`src/rtl/pinbank_pkg.sv`:
```
package pinbank_pkg;

  localparam int unsigned ADDR_W = 8;

  localparam logic [ADDR_W-1:0] OFS_DOUT  = 8'h00;
  localparam logic [ADDR_W-1:0] OFS_DIR   = 8'h04;
  localparam logic [ADDR_W-1:0] OFS_IEN   = 8'h30;
  localparam logic [ADDR_W-1:0] OFS_SENSE = 8'h38;
  localparam logic [ADDR_W-1:0] OFS_POL   = 8'h3C;
  localparam logic [ADDR_W-1:0] OFS_MSTAT = 8'h40;
  localparam logic [ADDR_W-1:0] OFS_RSTAT = 8'h44;
  localparam logic [ADDR_W-1:0] OFS_CLR   = 8'h4C;
  localparam logic [ADDR_W-1:0] OFS_PADS  = 8'h50;

  // level condition: pin equals its polarity bit
  function automatic logic [31:0] level_hit(input logic [31:0] cur,
                                            input logic [31:0] pol);
    return ~(cur ^ pol);
  endfunction

  // edge condition: rising when polarity 1, falling when polarity 0
  function automatic logic [31:0] edge_hit(input logic [31:0] cur,
                                           input logic [31:0] prv,
                                           input logic [31:0] pol);
    return (cur & ~prv & pol) | (~cur & prv & ~pol);
  endfunction

endpackage

```
`src/rtl/pinbank_sync.sv`:
```
module pinbank_sync #(
  parameter int unsigned W      = 32,
  parameter int unsigned STAGES = 2
) (
  input  logic         clk,
  input  logic         rst_n,
  input  logic [W-1:0] async_in,
  output logic [W-1:0] sync_out
);

  logic [W-1:0] stage_q [STAGES];

  always_ff @(posedge clk or negedge rst_n) begin
    if (!rst_n) begin
      for (int i = 0; i < STAGES; i++) stage_q[i] <= '0;
    end else begin
      stage_q[0] <= async_in;
      for (int i = 1; i < STAGES; i++) stage_q[i] <= stage_q[i-1];
    end
  end

  assign sync_out = stage_q[STAGES-1];

endmodule

```
`src/rtl/pinbank_detect.sv`:
```
module pinbank_detect
  import pinbank_pkg::*;
#(
  parameter int unsigned W = 32
) (
  input  logic         clk,
  input  logic         rst_n,
  input  logic [W-1:0] pin_lvl,
  input  logic [W-1:0] sense_edge,
  input  logic [W-1:0] polarity,
  input  logic [W-1:0] clr_mask,
  output logic [W-1:0] edge_evt,
  output logic [W-1:0] latch_q,
  output logic [W-1:0] raw_stat
);

  logic [W-1:0] prev_q;
  logic [W-1:0] lvl_cond;
  logic [W-1:0] edg_cond;
  logic [31:0]  cur_x, prv_x, pol_x, lvl_x, edg_x;

  assign cur_x = 32'(pin_lvl);
  assign prv_x = 32'(prev_q);
  assign pol_x = 32'(polarity);
  assign lvl_x = level_hit(cur_x, pol_x);
  assign edg_x = edge_hit(cur_x, prv_x, pol_x);

  assign lvl_cond = lvl_x[W-1:0];
  assign edg_cond = edg_x[W-1:0];

  assign edge_evt = edg_cond & sense_edge;

  always_ff @(posedge clk or negedge rst_n) begin
    if (!rst_n) begin
      prev_q  <= '0;
      latch_q <= '0;
    end else begin
      prev_q  <= pin_lvl;
      // a fresh event overrides a simultaneous clear
      latch_q <= ((latch_q & ~clr_mask) | edge_evt) & sense_edge;
    end
  end

  assign raw_stat = (lvl_cond & ~sense_edge) | (latch_q & sense_edge);

endmodule

```
`src/rtl/pinbank_gpio.sv`:
```
module pinbank_gpio
  import pinbank_pkg::*;
#(
  parameter int unsigned NPINS       = 32,
  parameter int unsigned SYNC_STAGES = 2
) (
  input  logic              clk,
  input  logic              rst_n,
  input  logic              req_valid,
  input  logic              req_write,
  input  logic [ADDR_W-1:0] req_addr,
  input  logic [NPINS-1:0]  req_wdata,
  output logic [NPINS-1:0]  rd_data,
  input  logic [NPINS-1:0]  pad_in,
  output logic [NPINS-1:0]  pad_out,
  output logic [NPINS-1:0]  pad_oe,
  output logic              irq
);

  logic [NPINS-1:0] dout_q, dir_q, ien_q, sense_q, pol_q;
  logic [NPINS-1:0] pin_sync;
  logic [NPINS-1:0] edge_evt, latch_q, raw_stat, msk_stat;
  logic [NPINS-1:0] clr_pulse;
  logic             wr_en, rd_en;

  assign wr_en = req_valid && req_write;
  assign rd_en = req_valid && !req_write;

  assign clr_pulse = (wr_en && req_addr == OFS_CLR) ? req_wdata : '0;

  pinbank_sync #(.W(NPINS), .STAGES(SYNC_STAGES)) u_sync (
    .clk     (clk),
    .rst_n   (rst_n),
    .async_in(pad_in),
    .sync_out(pin_sync)
  );

  pinbank_detect #(.W(NPINS)) u_detect (
    .clk       (clk),
    .rst_n     (rst_n),
    .pin_lvl   (pin_sync),
    .sense_edge(sense_q),
    .polarity  (pol_q),
    .clr_mask  (clr_pulse),
    .edge_evt  (edge_evt),
    .latch_q   (latch_q),
    .raw_stat  (raw_stat)
  );

  always_ff @(posedge clk or negedge rst_n) begin
    if (!rst_n) begin
      dout_q  <= '0;
      dir_q   <= '0;
      ien_q   <= '0;
      sense_q <= '0;
      pol_q   <= '0;
    end else if (wr_en) begin
      unique case (req_addr)
        OFS_DOUT:  dout_q  <= req_wdata;
        OFS_DIR:   dir_q   <= req_wdata;
        OFS_IEN:   ien_q   <= req_wdata;
        OFS_SENSE: sense_q <= req_wdata;
        OFS_POL:   pol_q   <= req_wdata;
        default:   ;
      endcase
    end
  end

  assign msk_stat = raw_stat & ien_q;
  assign irq      = |msk_stat;
  assign pad_oe   = dir_q;
  assign pad_out  = dout_q & dir_q;

  always_ff @(posedge clk or negedge rst_n) begin
    if (!rst_n) begin
      rd_data <= '0;
    end else if (rd_en) begin
      unique case (req_addr)
        OFS_DOUT:  rd_data <= dout_q;
        OFS_DIR:   rd_data <= dir_q;
        OFS_IEN:   rd_data <= ien_q;
        OFS_SENSE: rd_data <= sense_q;
        OFS_POL:   rd_data <= pol_q;
        OFS_MSTAT: rd_data <= msk_stat;
        OFS_RSTAT: rd_data <= raw_stat;
        OFS_PADS:  rd_data <= pin_sync;
        default:   rd_data <= '0;
      endcase
    end
  end

endmodule


```
`config.mk`:
```
export PLATFORM = sky130hd
export DESIGN_NAME = pinbank_gpio
export DESIGN_NICKNAME = d
export VERILOG_FILES = /design/src/rtl/pinbank_pkg.sv /design/src/rtl/pinbank_sync.sv /design/src/rtl/pinbank_detect.sv /design/src/rtl/pinbank_gpio.sv
export SDC_FILE = /design/constraint.sdc
export NUM_CORES = 1
export LEC_CHECK = 0
export BUFFER_PORTS_ARGS = -buffer_cell sky130_fd_sc_hd__buf_2
export CAP_MARGIN = 20
export CORE_UTILIZATION = 45
export DETAILED_ROUTE_END_ITERATION = 10
export PLACE_DENSITY = 0.71
export SLEW_MARGIN = 15
export SYNTH_ARGS = -nofsm -noshare
export SYNTH_HDL_FRONTEND = slang
export SYNTH_SLANG_ARGS = --single-unit
```
`constraint.sdc`:
```
create_clock -name clk -period 3.7 [get_ports clk]
set_input_delay 0.185 -clock clk [delete_from_list [all_inputs] [get_ports clk]]
set_output_delay 0.185 -clock clk [all_outputs]
set_load 0.02 [all_outputs]
```
# Yosys cells after proc, flatten, opt, wreduce, memory -nomap -nowiden
# Index checks and enable logic that the tools add are counted.
# W data, S select, Z words.
# op_classes
muxes	2
bitwise	21
eq_ne	8
n_reduce_logical	11
# ops
cell	count
$and A32 B32 Y32	11
$pmux W32 S8	1
$not A32 Y32	6
$or A32 B32 Y32	3
$eq A8 B7 Y1 const B	4
$mux W32	1
$reduce_or A32 Y1	1
$xor A32 B32 Y32	1
$eq A8 B6 Y1 const B	3
$reduce_and A2 Y1	5
$eq A8 B3 Y1 const B	1
$logic_not A8 Y1	1
$logic_and A1 B1 Y1	3
$logic_not A1 Y1	1
# word_totals
inputBits	76
register_bits	320

# Longest topological paths before layout
# depth
word_depth	7
depth_mapped	8
ltp_nobuf	5

# Hierarchy
# A second synthesis with hierarchy kept.
# hier_totals
hier_cells	1238
area_unflattened_um2	14839.2
# modules_own_cells
mod	instances	cells_per_inst	area_each_um2
pinbank_gpio	1	792	9640.5
pinbank_detect	1	350	3357.0
pinbank_sync	1	96	1841.8

# Least setup slack after synthesis
# OpenSTA, ideal clock, no wires.
# synth_timing
path_kind	register to output
from	register u_sync.stage_q, in the netlist u_sync.sync_out[2]
to	output port irq
setup_slack_ns	1.807
arrival_ns	1.708
path_buffers	0
required_ns	3.515
path_stages_with_launch	6
path_cell_list	dfrtp_1 xor2_1 nor3b_1 a2111oi_0 nand3_1 or4_1
# synth_via
elab_chain_len	6
# synth_lines
item	line	text
start: declaration	pinbank_sync.sv:11	logic [W-1:0] stage_q [STAGES];
$xor A32 B32 Y32	pinbank_pkg.sv:18	return ~(cur ^ pol);
$not A32 Y32	pinbank_pkg.sv:18	
$and A32 B32 Y32	pinbank_detect.sv:44	assign raw_stat = (lvl_cond & ~sense_edge) | (latch_q & sense_edge);
$or A32 B32 Y32	pinbank_detect.sv:44	
$and A32 B32 Y32	pinbank_gpio.sv:69	assign msk_stat = raw_stat & ien_q;
$reduce_or A32 Y1	pinbank_gpio.sv:70	assign irq = |msk_stat;
end: declaration	pinbank_gpio.sv:17	output logic irq
# No other way between the ends.

# Worst setup path in the final report
# layout_timing
from	register pol_q[30]
to	output port irq
# layout_via
elab_chain_len	6
# layout_lines
item	line	text
start: declaration	pinbank_gpio.sv:20	logic [NPINS-1:0] dout_q, dir_q, ien_q, sense_q, pol_q;
start signal: assignment	pinbank_gpio.sv:63	OFS_POL: pol_q <= req_wdata;
$xor A32 B32 Y32	pinbank_pkg.sv:18	
$not A32 Y32	pinbank_pkg.sv:18	
$and A32 B32 Y32	pinbank_detect.sv:44	
$or A32 B32 Y32	pinbank_detect.sv:44	
$and A32 B32 Y32	pinbank_gpio.sv:69	
$reduce_or A32 Y1	pinbank_gpio.sv:70	
# No other way between the ends.

==> results.txt <==
- Largest net degree at the start of global routing: around 110
- Cells resized by post-CTS repair: 0
- Arrival time of the worst setup path: around 2.8 ns
- Clock buffer count from CTS: 35
- Worst Setup Slack post-DPL: approximately 1.1 ns
- Fraction of the yosys area taken by sequential cells: between 50% and 60%
- Share of total power in sequential cells: between 40% and 50%
- Crit path buf inv count: 1
* Power density normalized to cell area: roughly 430 nW/um^2
- Max-cap violations: 0
- Maximum cell stage delay along the critical path: 0.63 ns
- Depth of the CTS H-tree: 2
* Final-report setup violation count: 0
- TritonCTS built the clock tree.
* Area of the mapped netlist: 14600 sq um
- In this run the tightest slew margin relative to its limit is between 30% and 40%.
- Number of nets with antenna violations after detailed routing: 0
- In this run the tool buffered the top-level ports with 172 buffer cells.
- The filler cells instantiated in the layout total between 2000 and 3000.
* Overall overflow remaining after global route: 0
- Post-synth EDFFs: 0
- Measured along the y axis, the die boundary spans between 150 and 200 microns.
- Initial antenna violation count: 1
- Post-CTS setup-driven buffer insertion count: 0
- Core box area: roughly 32000 sq um
* Commonest cells after routing, fill and taps aside: sky130_fd_sc_hd__dfrtp_1, sky130_fd_sc_hd__buf_2, sky130_fd_sc_hd__mux2_2
- The pre-antenna-repair detailed-routing pass consisted of 6 iterations.
- Actual slew at the worst max-slew pin: just over 0.9 ns
* Area growth from synthesis to layout: 21.4%
- Gp weighted congestion: ~0.9
- The path class of the tightest hold or removal check is in -> reg.
- By startpoint and endpoint, the worst setup path is classified as reg -> out.
* Syn Nets: around 1300
* Starting utilization of the core area: between 40% and 50%
* CP Launch Type: register
* HPWL after detailed placement: around 28000 microns
- Setup TNS Final: 0 ns
* Number of hold-repair buffers added at the cts stage: between 50 and 60
- Proportion of power drawn by the clock network: ~45%
- Along the worst path, the maximum fanout reaches 5.
* Placed instance count: 1759
- For flop-to-flop paths, the worst setup slack is 2.03 ns.
- Mapped Avg Cell Area: 12.1 sq um
- The net count of the finished layout is around 1500.
- Total via count in the routed design: around 11000
- After clock tree synthesis, the clock-pin slew on the worst setup and hold paths is 0.06 ns.
- The Yosys step of the flow raised 0 warnings.
* Count of pins on the block boundary: ~170
* Max Slew Vio Count: 0
- Net switching is 23.5% of the power.
* First-pass GRT wire length: 66100 microns
- The post-route netlist has slightly above 30% of its cells at a drive strength greater than 1.
* Worst setup skew after layout: between 0.008 and 0.009 ns
- Number of distinct library cell variants in the gate-level netlist after synthesis: 62
- The final layout contains routed wiring with a total length of about 43000 microns.
- For this run, asynchronously set or reset flops after synthesis account for 100%.
* Ant diodes: 0
* Cell internal pwr: 0.00588 W
* Overall die area: ~33000 sq um
- On the critical path the largest part of the delay comes from simple AND/OR/NAND/NOR gates.
- In the routed design, unresolved DRC markers number 0.
- In this run the clock root is driven by a sky130_fd_sc_hd__clkbuf_16.
- Final critical delay including setup and external delays: 3.00 ns
* Top FF cell, synth: sky130_fd_sc_hd__dfrtp_1
- Setup repair after global routing left no endpoint under its margin.
- Outcome: complete, no violations
- The largest individual stage delay along the critical path comes from the cell sky130_fd_sc_hd__or4_1.
- After synthesis the netlist holds a flip-flop and latch count of 320.
- For this design the total switching power over the nets is between 0.0015 and 0.002 W.
- In the final routed layout, each cell accounts on average for 22.7 microns.
- IR analysis of the VDD net gives a maximum drop of between 300 and 400 uV.
- Share of the clock period used by the worst path: about four fifths
- Sequence of cells on the critical path: xor2_1 -> o32ai_1 -> nor4_1 -> nand4_1 -> or4_1 -> buf_2
* Total count of hold-check failures in the final report: 0
- Most common cell after layout, fill and taps aside: sky130_fd_sc_hd__dfrtp_1
- Via/cell ratio: ~6
- Per report_power, the combinational group accounts for approximately 6.4% of the total.
- Final critical-path setup slack: 0.700 ns
* Via count of the first global-routing pass: approximately 11000
- Data required time of the critical path: around 3.5 ns
- Highest attainable clock frequency: approximately 330 MHz
- Non-filler instance count after layout: between 1500 and 2000
- Synthesized instance count: roughly 1200
- All-layer global routing usage: about a quarter
* Cell row count: 65
- Initial DRC count: 1174
* Worst Setup End Kind: primary output
- Reported leakage power: just over 8 nW
- In this run the deepest clock path goes through 3 buffers.
- Count of clock tree sinks: 320
* Clock insertion delay at the later pin of the skew report: approximately 0.52 ns
- The die is 182 microns wide.
==> area by class of cell <==
| class | instances | area (sq um) | share of cell area, % |
|---|---|---|---|
| clock buffers | 50 | 1020 | 5.78 |
| multi-input cells | 828 | 6300 | 35.6 |
| clock inverters | 12 | 128 | 0.721 |
| well taps | 402 | 503 | 2.84 |
| repair buffers | 265 | 1740 | 9.83 |
| inverters | 2 | 7.51 | 0.0424 |
| flip-flops and latches | 320 | 8010 | 45.2 |
==> routing by layer <==
layer,up-vias,GRT usage (%),part of all wire (%)
li1,4965,-,-
met1,5713,36.1,43
met2,508,41.1,47
met3,93,3.53,6.7
met4,2,10.3,3.5
met5,-,0,0.028
==> cell usage after synthesis, drive strengths merged, types with 5 or more instances <==
cell type	n	area, sq um
nand4	11	68.8
a22oi	35	263
nand3b	9	67.6
o21a	6	45.0
nor3	6	57.6
mux2i	36	360
nand2b	5	31.3
o211ai	25	188
nor3b	15	113
a222oi	16	160
dfrtp	320	8010
a221oi	22	193
nor2b	34	213
o221ai	13	114
nor4	6	43.8
mux2	158	1890
o22a	6	52.6
or2	17	106
xor2	16	140
nand2	108	405
and2	49	307
a2bb2oi	7	61.3
a21oi	42	221
clkbuf	19	72.6
a22o	26	228
nor2	43	166
nand3	49	263
buf	40	268
o21ai	36	180
==> registers in the layout (all words and copies together) (netlist names) <==
name,flops
dout_q,32
sense_q,32
u_sync.sync_out,32
pad_oe,32
u_detect.latch_q,32
rd_data,32
ien_q,32
u_sync.stage_q,32
u_detect.prev_q,32
pol_q,32
==> stage by stage <==
step	utilization (%)	power, W	cell area (sq um)	hold WS [ns]
after floorplan	-	0.00394	14600	-0.111
after global placement	50.4	0.00419	16000	0.294
after detailed placement	50.4	0.00421	16000	0.294
after CTS	55.8	0.00773	17700	0.00144
after global routing	55.8	0.00792	17700	0.0165
final	55.8	0.00768	17700	0.0249
==> cell families (layout without fill, tap and decap cells) <==
kind of cell	Yosys count	in the layout	synth area share [%]
mux	194	194	15.4
flops	320	320	54.9
buf+inv	61	329	2.38
xor+xnor	16	16	0.960
compound gates	257	257	13.1
simple gates	361	361	13.2
==> power by group through the flow <==
stage | clock, W | sequential, W | combinational, W
5_1_grt | 0.00366 | 0.00372 | 0.000531
2_1_floorplan | 0 | 0.00375 | 0.000196
4_1_cts | 0.00353 | 0.00371 | 0.000490
6_report | 0.00349 | 0.00371 | 0.000489
3_5_place_dp | 0 | 0.00377 | 0.000440
3_3_place_gp | 0 | 0.00376 | 0.000431
==> final timing paths <==
kind	from	endpoint	depth (start not counted)
max	pol_q[30]	irq	6
min	req_wdata[27]	ien_q[27]	2
max reg2reg	u_sync.sync_out[11]	rd_data[11]	5
min reg2reg	u_sync.stage_q[45]	u_sync.sync_out[13]	0
max in group asynchronous	rst_n	ien_q[28]	3
min in group asynchronous	rst_n	u_sync.stage_q[47]	2
No activity file was read; power rests on OpenSTA's default activity.
